## config.mk

```make
export PLATFORM = sky130hd
export DESIGN_NAME = plru_repl
export DESIGN_NICKNAME = d
export VERILOG_FILES = /design/src/rtl/plru_pkg.sv /design/src/rtl/plru_fn.sv /design/src/rtl/plru_state_ram.sv /design/src/rtl/plru_sweep.sv /design/src/rtl/plru_repl.sv
export SDC_FILE = /design/constraint.sdc
export NUM_CORES = 1
export LEC_CHECK = 0
export ABC_AREA = 0
export BUFFER_PORTS_ARGS = -buffer_cell sky130_fd_sc_hd__clkbuf_2
export CELL_PAD_IN_SITES_DETAIL_PLACEMENT = 1
export CELL_PAD_IN_SITES_GLOBAL_PLACEMENT = 2
export CORE_ASPECT_RATIO = 1.25
export CORE_MARGIN = 4
export CORE_UTILIZATION = 45
export DETAILED_ROUTE_END_ITERATION = 7
export PLACE_DENSITY_LB_ADDON = 0.1
export SYNTH_ARGS = -nofsm -noshare
export SYNTH_HDL_FRONTEND = slang
export SYNTH_SLANG_ARGS = --single-unit
```

## constraint.sdc

```tcl
create_clock -name clk -period 3.2 [get_ports clk]
set_input_delay 0.8 -clock clk [delete_from_list [all_inputs] [get_ports clk]]
set_output_delay 0.8 -clock clk [all_outputs]
set_load 0.02 [all_outputs]
```

## src/rtl/plru_pkg.sv

```systemverilog
// Package: shared helpers for the tree pseudo-LRU block.
// Assumes heap numbering of tree nodes (root 0, children 2n+1, 2n+2).
package plru_pkg;

    // Child node index reached from node n when taking direction dir.
    function automatic int tree_child(input int n, input logic dir);
        return 2 * n + 1 + int'(dir);
    endfunction

endpackage

```

## src/rtl/plru_fn.sv

```systemverilog
// Module: plru_fn
// Purely combinational tree pseudo-LRU function, shared by all sets.
// Gives the victim way of a state word, and the state word after way
// acc_way has been used. Assumes NUM_WAYS is a power of two, >= 2.
module plru_fn #(
    parameter int NUM_WAYS = 4,
    localparam int WAY_W  = $clog2(NUM_WAYS),
    localparam int TREE_W = NUM_WAYS - 1
) (
    input  logic [TREE_W-1:0] cur_state,
    input  logic [WAY_W-1:0]  acc_way,
    output logic [WAY_W-1:0]  victim,
    output logic [TREE_W-1:0] next_state
);
    import plru_pkg::*;

    // Victim: walk from the root, each bit selects the half to evict.
    always_comb begin
        int node;
        node   = 0;
        victim = '0;
        for (int lvl = 0; lvl < WAY_W; lvl++) begin
            victim[WAY_W-1-lvl] = cur_state[node];
            node = tree_child(node, cur_state[node]);
        end
    end

    // Update: point every node on the accessed way's path away from it.
    always_comb begin
        int   node;
        logic dir;
        node       = 0;
        next_state = cur_state;
        for (int lvl = 0; lvl < WAY_W; lvl++) begin
            dir              = acc_way[WAY_W-1-lvl];
            next_state[node] = ~dir;
            node             = tree_child(node, dir);
        end
    end

endmodule

```

## src/rtl/plru_state_ram.sv

```systemverilog
// Module: plru_state_ram
// Per-set state memory: asynchronous read, synchronous write, no reset
// (contents are cleared by the sweep). Sized to map onto LUT memory.
module plru_state_ram #(
    parameter int DEPTH = 16,
    parameter int WIDTH = 3,
    localparam int AW   = $clog2(DEPTH)
) (
    input  logic             clk,
    input  logic             rst_n,
    input  logic             we,
    input  logic [AW-1:0]    waddr,
    input  logic [WIDTH-1:0] wdata,
    input  logic [AW-1:0]    raddr,
    output logic [WIDTH-1:0] rdata
);
    logic [WIDTH-1:0] mem [DEPTH];

    // Write port: one entry per cycle on we.
    always_ff @(posedge clk) begin
        if (we) mem[waddr] <= wdata;
    end

    // Read port: combinational.
    assign rdata = mem[raddr];

    AST_WADDR_IN_RANGE: assert property (@(posedge clk) disable iff (!rst_n)
        we |-> (int'(waddr) < DEPTH));

endmodule

```

## src/rtl/plru_sweep.sv

```systemverilog
// Module: plru_sweep
// After reset, steps through every set index, one per cycle, and
// flags busy until the last one has been issued. Assumes DEPTH >= 2.
module plru_sweep #(
    parameter int DEPTH = 16,
    localparam int AW   = $clog2(DEPTH)
) (
    input  logic          clk,
    input  logic          rst_n,
    output logic          busy,
    output logic [AW-1:0] idx
);
    localparam logic [AW-1:0] LAST = AW'(DEPTH - 1);

    // Sweep counter: runs once from 0 to LAST after each reset.
    always_ff @(posedge clk) begin
        if (!rst_n) begin
            busy <= 1'b1;
            idx  <= '0;
        end else if (busy) begin
            idx <= idx + 1'b1;
            if (idx == LAST) busy <= 1'b0;
        end
    end

    AST_SWEEP_ONCE: assert property (@(posedge clk) disable iff (!rst_n)
        !busy |=> !busy);

endmodule

```

## src/rtl/plru_repl.sv

```systemverilog
// Module: plru_repl (top)
// Tree pseudo-LRU replacement with state for all sets in one memory.
// Lookup-cycle tag-match results are registered. In the next cycle the
// set's state is read, a hit writes the refreshed state, and a miss with
// miss_start latches the victim. Assumes NUM_WAYS a power of two >= 2
// and NUM_SETS >= 2.
module plru_repl #(
    parameter int NUM_SETS = 16,
    parameter int NUM_WAYS = 4,
    localparam int SET_W  = $clog2(NUM_SETS),
    localparam int WAY_W  = $clog2(NUM_WAYS),
    localparam int TREE_W = NUM_WAYS - 1
) (
    input  logic             clk,
    input  logic             rst_n,
    input  logic             lk_valid,
    input  logic [SET_W-1:0] lk_set,
    input  logic             lk_hit,
    input  logic [WAY_W-1:0] lk_way,
    input  logic             miss_start,
    output logic             ready,
    output logic             victim_valid,
    output logic [WAY_W-1:0] victim_way
);
    logic              sweep_busy;
    logic [SET_W-1:0]  sweep_idx;
    logic              s1_valid, s1_hit;
    logic [SET_W-1:0]  s1_set;
    logic [WAY_W-1:0]  s1_way;
    logic [TREE_W-1:0] rd_state, upd_state, wr_state;
    logic [WAY_W-1:0]  fn_victim;
    logic              ram_we, take_victim;
    logic [SET_W-1:0]  ram_waddr;

    plru_sweep #(.DEPTH(NUM_SETS)) sweep_i (
        .clk  (clk),
        .rst_n(rst_n),
        .busy (sweep_busy),
        .idx  (sweep_idx)
    );

    assign ready = ~sweep_busy;

    // Stage register: hold the tag-match result for the state cycle.
    always_ff @(posedge clk) begin
        if (!rst_n) begin
            s1_valid <= 1'b0;
            s1_hit   <= 1'b0;
            s1_set   <= '0;
            s1_way   <= '0;
        end else begin
            s1_valid <= lk_valid & ready;
            s1_hit   <= lk_hit;
            s1_set   <= lk_set;
            s1_way   <= lk_way;
        end
    end

    plru_state_ram #(.DEPTH(NUM_SETS), .WIDTH(TREE_W)) ram_i (
        .clk  (clk),
        .rst_n(rst_n),
        .we   (ram_we),
        .waddr(ram_waddr),
        .wdata(wr_state),
        .raddr(s1_set),
        .rdata(rd_state)
    );

    plru_fn #(.NUM_WAYS(NUM_WAYS)) fn_i (
        .cur_state (rd_state),
        .acc_way   (s1_way),
        .victim    (fn_victim),
        .next_state(upd_state)
    );

    // Write port select: sweep clears, otherwise a hit stores its update.
    always_comb begin
        if (sweep_busy) begin
            ram_we    = 1'b1;
            ram_waddr = sweep_idx;
            wr_state  = '0;
        end else begin
            ram_we    = s1_valid & s1_hit;
            ram_waddr = s1_set;
            wr_state  = upd_state;
        end
    end

    assign take_victim = s1_valid & ~s1_hit & miss_start;

    // Victim register: latch the chosen way when miss handling begins.
    always_ff @(posedge clk) begin
        if (!rst_n) begin
            victim_valid <= 1'b0;
            victim_way   <= '0;
        end else begin
            victim_valid <= take_victim;
            if (take_victim) victim_way <= fn_victim;
        end
    end

    AST_NO_LOOKUP_IN_SWEEP: assert property (@(posedge clk) disable iff (!rst_n)
        sweep_busy |=> !s1_valid);
    AST_READY_STICKY: assert property (@(posedge clk) disable iff (!rst_n)
        ready |=> ready);
    AST_WRITE_ONLY_ON_HIT: assert property (@(posedge clk) disable iff (!rst_n)
        (ready && ram_we) |-> (s1_valid && s1_hit));
    AST_VICTIM_FROM_MISS: assert property (@(posedge clk) disable iff (!rst_n)
        victim_valid |-> $past(s1_valid && !s1_hit && miss_start));
    AST_VICTIM_ONE_CYCLE: assert property (@(posedge clk) disable iff (!rst_n)
        (s1_valid && !s1_hit && miss_start) |=> victim_valid);

endmodule

```

==> qor.csv, run 1 <==
stage;metric;value;unit
grt;grt_pass1_wl;8.44;mm
floorplan;io_pins;15;
final_layout;nets;205;
critical_path;slowest_delay;0.76;ns
floorplan;core_region_area;0.00552;mm^2
route;drt_wl_total;5.21;mm
clock_network;path_clk_slew;0.07;ns
critical_path;crit_arrival;2.45;ns
final_layout;area_delta_synth_final;12.3;%
grt;antenna_found_initial;0;
floorplan;die_w;76.2;um
yosys;syn_area;0.00262;mm^2
critical_path;slowest_stage;dfxtp_1;
timing;slew_violations;0;
critical_path;path_class;flip-flop to flip-flop;
critical_path;crit_required;3.18;ns
clock_network;htree_levels;3;
critical_path;critPathLaunchType;flip-flop;
clock_network;cts_tree;yes;
route;drt.antenna.violating_nets;0;
clock_network;cts_inserted_buffers;9;
power;cellLeakagePower;1.05;nW
timing;slew_headroom;0.242;
grt;grt.total_usage;0.160;
route;via_per_inst;5.58;
final_layout;drive_above_1_share;0.182;
critical_path;worstSetupEndpointType;flip-flop;
timing;rsz0062_at_grt;false;
yosys;ys_types;31;
timing;finalSetupViolCount;0;
placement;placed_area;0.00273;mm^2
final_layout;stdcell_area;0.00294;mm^2
critical_path;worstPathMaxFanout;16;
timing;fin_crit;2.46;ns
critical_path;cpLargestDelayFamily;flip-flops;
placement;place.gp.congestion;0.788;
route;drt-initial-drc-count;111;
final_layout;final_cell_mix;edfxtp_1 (48), nor2_1 (24), dfxtp_1 (16), clkbuf_2 (14);
yosys;ys_seq_elements;64;
timing;tns;0;ns
yosys;synth_warnings;0;
clock_network;root_buffer;clkbuf_8;
final_layout;utilization;0.533;
power;power.total;1.74;mW
route;routedWlPerCell;19.9;um
critical_path;critPathBufInv;1;
route;route.detailed.drc;0;
flow_run;drv_cap;0;
power;p_per_area;592;mW/mm^2
timing;worst_pin_slew;1.13;ns
min_path;hold_path_depth;2;
critical_path;rr_worst_depth;6;
floorplan;rows;30;
clock_network;clock-sinks;64;
floorplan;die_area;0.00711;mm^2
clock_network;cts_resized;0;
yosys;syn_area_per_cell;15.1;um^2
grt;grt_max_degree;19;
final_layout;antenna_cells;0;
timing;worst_clock_skew;0.00943;ns
yosys;yosysSeqAreaShare;0.673;
yosys;syn-num-nets;185;
clock_network;postCtsHoldBufs;0;
clock_network;cts_setup_buffers;0;
outcome;status;complete, no violations;
placement;io_buffers;14;
critical_path;cp_num_cells;6;
power;ir_drop;268;uV
route;vias;1461;
grt;grt_pass1_vias;1561;
route;drtPass1Iterations;5;
timing;hold_viol;0;
min_path;min_path_type;flip-flop to flip-flop;
final_layout;final_common_cell;edfxtp_1;
floorplan;die_height;93.3;um
critical_path;crit_chain;buf_4, mux4_1, nand2_1, nand3_1, mux2i_1, nor2_1;
timing;clock.fmax;406;MHz
timing;period_share;0.770;
grt;grt_overflow;0;
clock_network;cts_buffer_depth;2;
clock_network;clk_latency;0.33;ns
placement;dpl.hpwl;3.58;mm
yosys;syn_inst;173;
floorplan;initial_core_util;0.474;
final_layout;n_fill_cell;553;
[per-stage QoR]
| step | instances | hold slack (ns) | setup WS, ns |
|---|---|---|---|
| after floorplan | 173 | 0.534 | 1.32 |
| after global placement | 246 | 0.504 | 0.823 |
| after detailed placement | 246 | 0.537 | 0.718 |
| after CTS | 262 | 0.557 | 0.692 |
| after global routing | 262 | 0.603 | 0.460 |
| final | 262 | 0.542 | 0.736 |
[worst reg2reg max path: stages, from the launching register on]
cell and delay [ns]:
dfxtp_1 0.76, buf_4 0.25, mux4_1 0.54, nand2_1 0.08, nand3_1 0.10, mux2i_1 0.16, nor2_1 0.21
[final timing paths]
| kind | startpoint | to | slack [ns] |
|---|---|---|---|
| hold reg to reg | victim_way[1] | victim_way[1] | 0.54 |
| setup reg to reg | s1_set[0] | ram_i.mem[8][2] | 0.74 |
| hold / removal | victim_way[1] | victim_way[1] | 0.54 |
| setup / recovery | s1_set[0] | ram_i.mem[8][2] | 0.74 |
[cells in the mapped netlist (all sizes together)]
cell type	number	area (um^2)
a21oi	3	15.0
a22oi	3	27.5
a31oi	2	12.5
and2	11	68.8
and3	3	18.8
buf	4	40.0
clkbuf	3	11.3
dfxtp	16	320
edfxtp	48	1440
ha	1	12.5
inv	3	11.3
mux2	1	11.3
mux2i	5	50.1
mux4	12	300
nand2	11	41.3
nand3	8	45.0
nand4	1	6.26
nor2	24	90.1
nor2b	4	25.0
nor3	1	5.00
nor3b	1	7.51
o21ai	4	20.0
o32a	1	10.0
xnor2	2	17.5
xor2	1	8.76
[report_power, final]
part	total, mW	switching, mW	internal, mW	leakage [nW]
registers	0.924	0.0208	0.903	0.569
clock network	0.733	0.301	0.432	0.106
logic	0.0828	0.0428	0.0400	0.375
[routing by layer]
layer	track usage	share of wire	vias to the layer above
li1	-	-	692
met1	0.201	0.45	732
met2	0.261	0.50	27
met3	0.0434	0.035	10
met4	0.0656	0.016	0
met5	0	0	-
[layout make-up]
| type | count | area [um^2] | area share |
|---|---|---|---|
| Clock buffer | 9 | 124 | 0.0421 |
| Clock inverter | 7 | 85.1 | 0.0289 |
| Inverter | 3 | 11.3 | 0.00383 |
| Multi-Input combinational cell | 99 | 793 | 0.270 |
| Sequential cell | 64 | 1760 | 0.599 |
| Tap cell | 64 | 80.1 | 0.0272 |
| Timing Repair Buffer | 16 | 85.1 | 0.0289 |
[logic make-up after synthesis]
family / synth area share
compound gates: 0.0325
flops: 0.673
xor+xnor: 0.0100
fa+ha+maj: 0.00478
mux: 0.138
simple gates: 0.118
buf+inv: 0.0239
[registers in the layout, summed over array words and instances (netlist names)]
register and flops:
sweep_i.busy 1, victim_way 2, sweep_i.idx 4, victim_valid 1, s1_way 2, ram_i.mem 48, s1_hit 1, s1_set 4
s1_valid 1
(Power assumes the default switching activity.)
==> run 2, diff against run 1 <==
- ABC_AREA: 0 -> 1
- CORE_UTILIZATION: 45 -> 38
- clock period: 3.2 -> 2.5 ns (I/O delays scaled with it)
==> run 2 against run 1 <==
Net effect:
- setup slack worse by 0.25 ns
- non-clock buffer count grew 4
- cell count rose by 61%
- clock skew down 0.0027 ns
- global-route usage is 0.23 points higher
- sequential power rose by 27%
- count of clock-buffer cells in the layout increased by 2
- wire length grew 24%
- total power grew 22%
- synthesized area grew 6.6%
- highest routed layer unchanged
==> qor.csv, run 2 <==
stage;metric;value;unit;change
power;seqPwrFrac;0.549;;+0.018
critical_path;crit_required;1.88;ns;-1.30 ns
flow_run;drv_cap;0;;unchanged
critical_path;worstSetupEndpointType;primary output;;
yosys;yosysSeqAreaShare;0.631;;-0.0417
clock_network;path_clk_slew;0.07;ns;about the same
yosys;synthAdderAreaFrac;0.00448;;-0.000296
yosys;synthXorXnorAreaFrac;0;;-0.0100
yosys;synth-compound-area-share;0.0242;;-0.00829
power;p_int;1.65;mW;+20%
route;routedWlPerCell;15.3;um;-23%
timing;fin_crit;2.02;ns;
timing;slew_violations;0;;unchanged
final_layout;final_common_cell;nand2_1;;
placement;io_buffers;14;;unchanged
critical_path;critPathLaunchType;flip-flop;;
timing;hold_ws;0.462;ns;-0.0797 ns
timing;tns;0;ns;unchanged
placement;place.gp.congestion;0.764;;-3.1%
timing;rsz0062_at_grt;false;;
timing;period_share;0.807;;
floorplan;initial_core_util;0.395;;-0.0793
placement;dpl.hpwl;4.69;mm;+31%
yosys;synth_top_family_by_area;simple AND/OR/NAND/NOR gates;;
yosys;async_flop_share;0;;unchanged
grt;grt_max_degree;26;;+7
yosys;syn_area;0.00279;mm^2;+6.6%
final_layout;antenna_cells;0;;unchanged
route;drtPass1Iterations;4;;-1
power;switching_share;0.225;;+0.0151
yosys;synth.mux.area_fraction;0;;-0.138
power;p_clk_frac;0.382;;-0.039
power;cellLeakagePower;1.43;nW;+36%
floorplan;die_area;0.00879;mm^2;+24%
yosys;synthFlopType;edfxtp_1;;
power;switching_power;479;uW;+31%
yosys;synthMostInstantiatedCell;nand2_1;;
final_layout;largestRegisters;ram_i.mem (48), s1_set (4), sweep_i.idx (4);;
clock_network;root_buffer;clkbuf_8;;
floorplan;die_height;104;um;+11%
yosys;ys_types;20;;-35%
power;p_per_area;682;mW/mm^2;+15%
route;route.detailed.drc;0;;unchanged
timing;worst_pin_slew;0.351;ns;-0.781 ns
route;vias;1997;;+37%
grt;grt_overflow;0;;unchanged
timing;clock.fmax;496;MHz;
outcome;status;complete, no violations;;
power;ir_drop;250;uV;-6.9%
clock_network;cts_resized;0;;unchanged
critical_path;path_class;flip-flop to primary output;;
yosys;synth_top_area_share;0.517;;-0.0341
grt;grt_pass1_vias;2147;;+38%
yosys;synth_area_leaders;edfxtp_1 (52%), nand2_1 (12%), dfxtp_1 (11%);;
grt;grt_pass1_wl;10.7;mm;+26%
clock_network;cts_buffer_depth;2;;unchanged
timing;worst_clock_skew;0.00672;ns;-0.00271 ns
timing;hold_viol;0;;unchanged
clock_network;clock-sinks;64;;unchanged
yosys;synthSimpleGateAreaFrac;0.235;;+0.117
critical_path;crit_arrival;1.39;ns;-1.06 ns
yosys;syn_inst;305;;+76%
floorplan;rows;34;;+13%
final_layout;largest_register;ram_i.mem;;
clock_network;postCtsHoldBufs;0;;unchanged
final_layout;nets;339;;+65%
final_layout;final_cell_mix;nand2_1 (88), inv_1 (56), edfxtp_1 (48), nand3_1 (39), nor2_1 (26);;
grt;antenna_found_initial;0;;unchanged
yosys;synth-edff-count;48;;unchanged
route;drt.antenna.violating_nets;0;;unchanged
floorplan;core_region_area;0.00706;mm^2;+28%
yosys;synth_common_cells;nand2_1 (88), inv_1 (56), edfxtp_1 (48);;
timing;finalSetupViolCount;0;;unchanged
final_layout;area_delta_synth_final;12.1;%;
clock_network;cts_inserted_buffers;9;;unchanged
route;drt-initial-drc-count;61;;-45%
timing;slew_headroom;0.763;;+0.521
clock_network;htree_levels;3;;unchanged
power;power.total;2.13;mW;+22%
yosys;syn-num-nets;317;;+71%
critical_path;worstPathMaxFanout;10;;-6
clock_network;cts_setup_buffers;0;;unchanged
min_path;min_path_type;input pin to flip-flop;;
route;drt_wl_total;6.46;mm;+24%
route;via_per_inst;4.73;;-15%
clock_network;cts_tree;yes;;
floorplan;io_pins;15;;unchanged
yosys;synth_warnings;0;;unchanged
yosys;syn_area_per_cell;9.15;um^2;-40%
yosys;ys_seq_elements;64;;unchanged
power;combPwrFrac;0.069;;+0.021
grt;grt.total_usage;0.162;;+0.00227
clock_network;clk_latency;0.34;ns;about the same
floorplan;die_w;84.6;um;+11%
yosys;yosys.area.top_type;edfxtp_1;;
final_layout;largest_reg_flops;48;;unchanged
final_layout;drive_above_1_share;0.102;;-0.0794
-- run 2: changes by cell type in the layout (fill, tap and decap cells not counted), sizes merged, moves of 3 or more --
cell   change
inv       +54
mux4      -12
nand3     +31
mux2i      -5
o21ai      +3
and2      -11
and3       -3
nand2     +77
nor3       +4
buf        +4
a22oi      -3
nor2b      -4
-- run 2: per-stage QoR --
step	setup slack (ns)	util	instance area, um^2	cells
after CTS	0.442	0.443	3130	422
final	0.482	0.443	3130	422
after global routing	0.278	0.443	3130	422
after detailed placement	0.481	0.417	2950	406
after floorplan	0.685	-	2790	305
after global placement	0.494	0.417	2950	406
-- run 2: path summary, 6_finish.rpt --
kind	startpoint	endpoint	slack [ns]	depth (start not counted)
max	sweep_i.busy	ready	0.48	2
min	lk_way[0]	s1_way[0]	0.46	3
max reg2reg	sweep_i.busy	ram_i.mem[0][0]	0.52	6
min reg2reg	sweep_i.idx[0]	sweep_i.idx[0]	0.52	2
-- run 2: power groups by stage --
| stage | clock, mW | combinational [mW] | sequential [mW] |
|---|---|---|---|
| floorplan | 0 | 0.106 | 1.19 |
| global placement | 0 | 0.151 | 1.19 |
| detailed placement | 0 | 0.151 | 1.19 |
| CTS | 0.845 | 0.152 | 1.17 |
| global route | 0.903 | 0.170 | 1.17 |
| finish | 0.813 | 0.147 | 1.17 |
-- run 2: metal layers --
metal,vias to the layer above,wire length [um],global-route usage
met3,13,153,0.0405
met5,-,0,0
met2,25,3510,0.298
met1,949,2680,0.170
met4,0,122,0.0724
li1,1010,-,-
-- run 2: logic make-up after synthesis --
| group | after synthesis |
|---|---|
| AO/OA/AOI/OAI | 13 |
| adder cells (fa/ha/maj) | 1 |
| buffers and inverters | 68 |
| flip-flops | 64 |
| AND/OR/NAND/NOR | 159 |
-- run 2: final cells by class --
class	instances	area (um^2)
Sequential cell	64	1760
Inverter	59	224
Fill cell	864	3940
Multi-Input combinational cell	173	734
Timing Repair Buffer	20	115
Clock inverter	5	47.5
Clock buffer	11	131
Tap cell	90	113
-- run 2: worst max-delay path: stages (launching register included) --
cell      delay [ns]
dfxtp_1         0.50
clkinv_1        0.32
clkbuf_2        0.24
==> run 3, diff against run 2 <==
- ABC_AREA: 1 -> 0
- CORE_UTILIZATION: 38 -> 39
- clock period: 2.5 -> 1.8 ns (I/O delays scaled with it)
==> run 3 against run 2 <==
Net effect:
- the flow now finishes with violations (negative setup slack)
- die area down 7.9%
- critical path depth up 4
- worst hold slack worse by 0.16 ns
- sequential power up 40%
- sequential share of layout area down 0.18 points
- count of clock-buffer cells in the layout down 2
- first-iteration DRC count up 3.3%
- flip-flop and latch count unchanged
- cell area up 0.60%
- utilization up 3.9 points
- via count down 23%
- combinational power up 51%
- largest power group unchanged
- highest routed layer unchanged
==> qor.csv, run 3 (synthesis gave the netlist of run 1 again) <==
stage;metric;value;unit;change
critical_path;worstSetupEndpointType;flip-flop;;
final_layout;area_delta_synth_final;20.2;%;
placement;dpl.hpwl;4.06;mm;-13%
critical_path;crit_chain;buf_4, mux4_2, a22oi_2, nand3_2, mux2i_4, nor2_4;;
clock_network;path_clk_slew;0.08;ns;about the same
timing;finalWorstSetupSlack;-0.0914;ns;-0.574 ns
final_layout;n_fill_cell;700;;-19%
route;drt-initial-drc-count;63;;+3.3%
route;drt.antenna.violating_nets;0;;unchanged
grt;grt_pass1_wl;9.14;mm;-14%
critical_path;r2r_start;s1_set[0];;
critical_path;crit_arrival;1.96;ns;+0.57 ns
critical_path;critPathLaunchType;flip-flop;;
clock_network;clock-sinks;64;;unchanged
placement;place.gp.congestion;0.795;;+4.1%
critical_path;slowest_delay;0.50;ns;about the same
timing;worst_clock_skew;0.0136;ns;+0.00689 ns
critical_path;crit_required;1.87;ns;about the same
timing;slew_headroom;0.315;;-0.448
power;ir_drop;780;uV;+210%
power;cellLeakagePower;1.12;nW;-22%
grt;grt_pass1_vias;1605;;-25%
route;drt_wl_total;5.69;mm;-12%
critical_path;slowest_stage;mux4_2;;
grt;grt.total_usage;0.160;;-0.00164
timing;finalSetupViolCount;33;;+33
timing;worst_pin_slew;1.02;ns;+0.672 ns
timing;slew_violations;0;;unchanged
outcome;status;complete, but fails checks;;
final_layout;nets;220;;-35%
timing;period_share;1.05;;
timing;tns;-2.57;ns;-2.57 ns
final_layout;largest_reg_flops;48;;unchanged
timing;fin_crit;1.89;ns;
grt;grt_max_degree;17;;-35%
min_path;min_path_type;input pin to flip-flop;;
final_layout;antenna_cells;0;;unchanged
timing;rsz0062_at_grt;true;;
clock_network;htree_levels;3;;unchanged
outcome;failed_checks;negative setup slack;;
critical_path;critPathLaunch;s1_set[0];;
floorplan;core_region_area;0.00652;mm^2;-7.6%
clock_network;cts_inserted_buffers;9;;unchanged
floorplan;die_height;99.6;um;-4.1%
grt;grt_overflow;0;;unchanged
clock_network;cts_buffer_depth;2;;unchanged
final_layout;largest_register;ram_i.mem;;
floorplan;rows;33;;-2.9%
route;route.detailed.drc;0;;unchanged
timing;hold_ws;0.306;ns;-0.156 ns
timing;hold_viol;0;;unchanged
route;drtPass1Iterations;4;;unchanged
final_layout;largestRegisters;ram_i.mem (48), s1_set (4), sweep_i.idx (4);;
critical_path;worstPathMaxFanout;8;;-2
min_path;min_from;lk_way[0];;
flow_run;drv_cap;0;;unchanged
floorplan;die_w;81.3;um;-4.0%
route;routedWlPerCell;19.0;um;+24%
grt;antenna_found_initial;0;;unchanged
clock_network;clk_latency;0.34;ns;about the same
floorplan;io_pins;15;;unchanged
clock_network;cts_tree;yes;;
final_layout;stdcell_area;0.00315;mm^2;+0.60%
route;vias;1530;;-23%
final_layout;final_common_cell;edfxtp_1;;
route;via_per_inst;5.10;;+7.8%
clock_network;root_buffer;clkbuf_8;;
placement;placed_area;0.00288;mm^2;-2.2%
power;p_per_area;975;mW/mm^2;+43%
floorplan;die_area;0.00809;mm^2;-7.9%
floorplan;initial_core_util;0.401;;+0.00612
timing;clock.fmax;529;MHz;
critical_path;path_class;flip-flop to flip-flop;;
final_layout;drive_above_1_share;0.343;;+0.240
placement;io_buffers;14;;unchanged
final_layout;final_cell_mix;edfxtp_1 (48), nor2_1 (20), clkbuf_2 (14), buf_4 (14), dfxtp_1 (14);;
[run 3: changes by cell type in the layout (fill, tap and decap cells not counted), moves of 4 or more]
cell	change
and2_1	+11
nand2_1	-77
nor2b_1	+4
nor2_1	-6
nor3_1	-4
mux4_2	+9
buf_4	+8
nand3_2	+4
nand3_1	-35
inv_1	-53
[run 3: worst max-delay path: cells and delay by family (launching register included)]
family	cells	cell delay, ns
buffers and inverters	1	0.12
AND/OR/NAND/NOR	2	0.21
multiplexers	2	0.74
AO/OA/AOI/OAI	1	0.15
flip-flops	1	0.40
[run 3: through the flow]
step	instances	power, mW	worst slack, ns	utilization
floorplan	173	1.78	-0.0376	-
global placement	282	1.86	-0.147	0.442
detailed placement	282	1.86	-0.157	0.442
CTS	298	3.10	-0.108	0.474
global route	300	3.20	-0.175	0.482
finish	300	3.07	-0.0914	0.482
[run 3: path summary, 6_finish.rpt]
kind	cells past startpoint	slack, ns	endpoint
max	6	-0.09	ram_i.mem[2][2]
min	2	0.31	s1_way[0]
max reg2reg	6	-0.09	ram_i.mem[2][2]
min reg2reg	2	0.54	victim_way[1]
[run 3: area by class of cell]
cell class | count | area (um^2) | share of cell area
multi-input combinational | 100 | 858 | 0.273
sequential | 64 | 1770 | 0.562
inverter | 3 | 11.3 | 0.00358
clock buffer | 9 | 124 | 0.0394
tap | 87 | 109 | 0.0346
clock inverter | 7 | 70.1 | 0.0223
timing repair buffer | 30 | 206 | 0.0656
[run 3: routing by layer]
| metal | up-vias | share of wire | GRT usage |
|---|---|---|---|
| li1 | 725 | - | - |
| met1 | 774 | 0.42 | 0.196 |
| met2 | 24 | 0.53 | 0.266 |
| met3 | 7 | 0.032 | 0.0498 |
| met4 | 0 | 0.014 | 0.0520 |
| met5 | - | 0 | 0 |
[run 3: repair_timing]
action,CTS,global route
setup endpoints to repair,37,56
buffers inserted,1,1
gates resized for setup,9,13
hold buffers,0,0
cloned,0,1
pin swaps,2,3
hold endpoints to repair,0,0
[run 3: report_power, final]
| group | internal, mW | switching [mW] | leakage [nW] |
|---|---|---|---|
| combinational | 0.113 | 0.109 | 0.451 |
| sequential | 1.60 | 0.0325 | 0.569 |
| clock | 0.639 | 0.570 | 0.0994 |
| total | 2.36 | 0.711 | 1.12 |
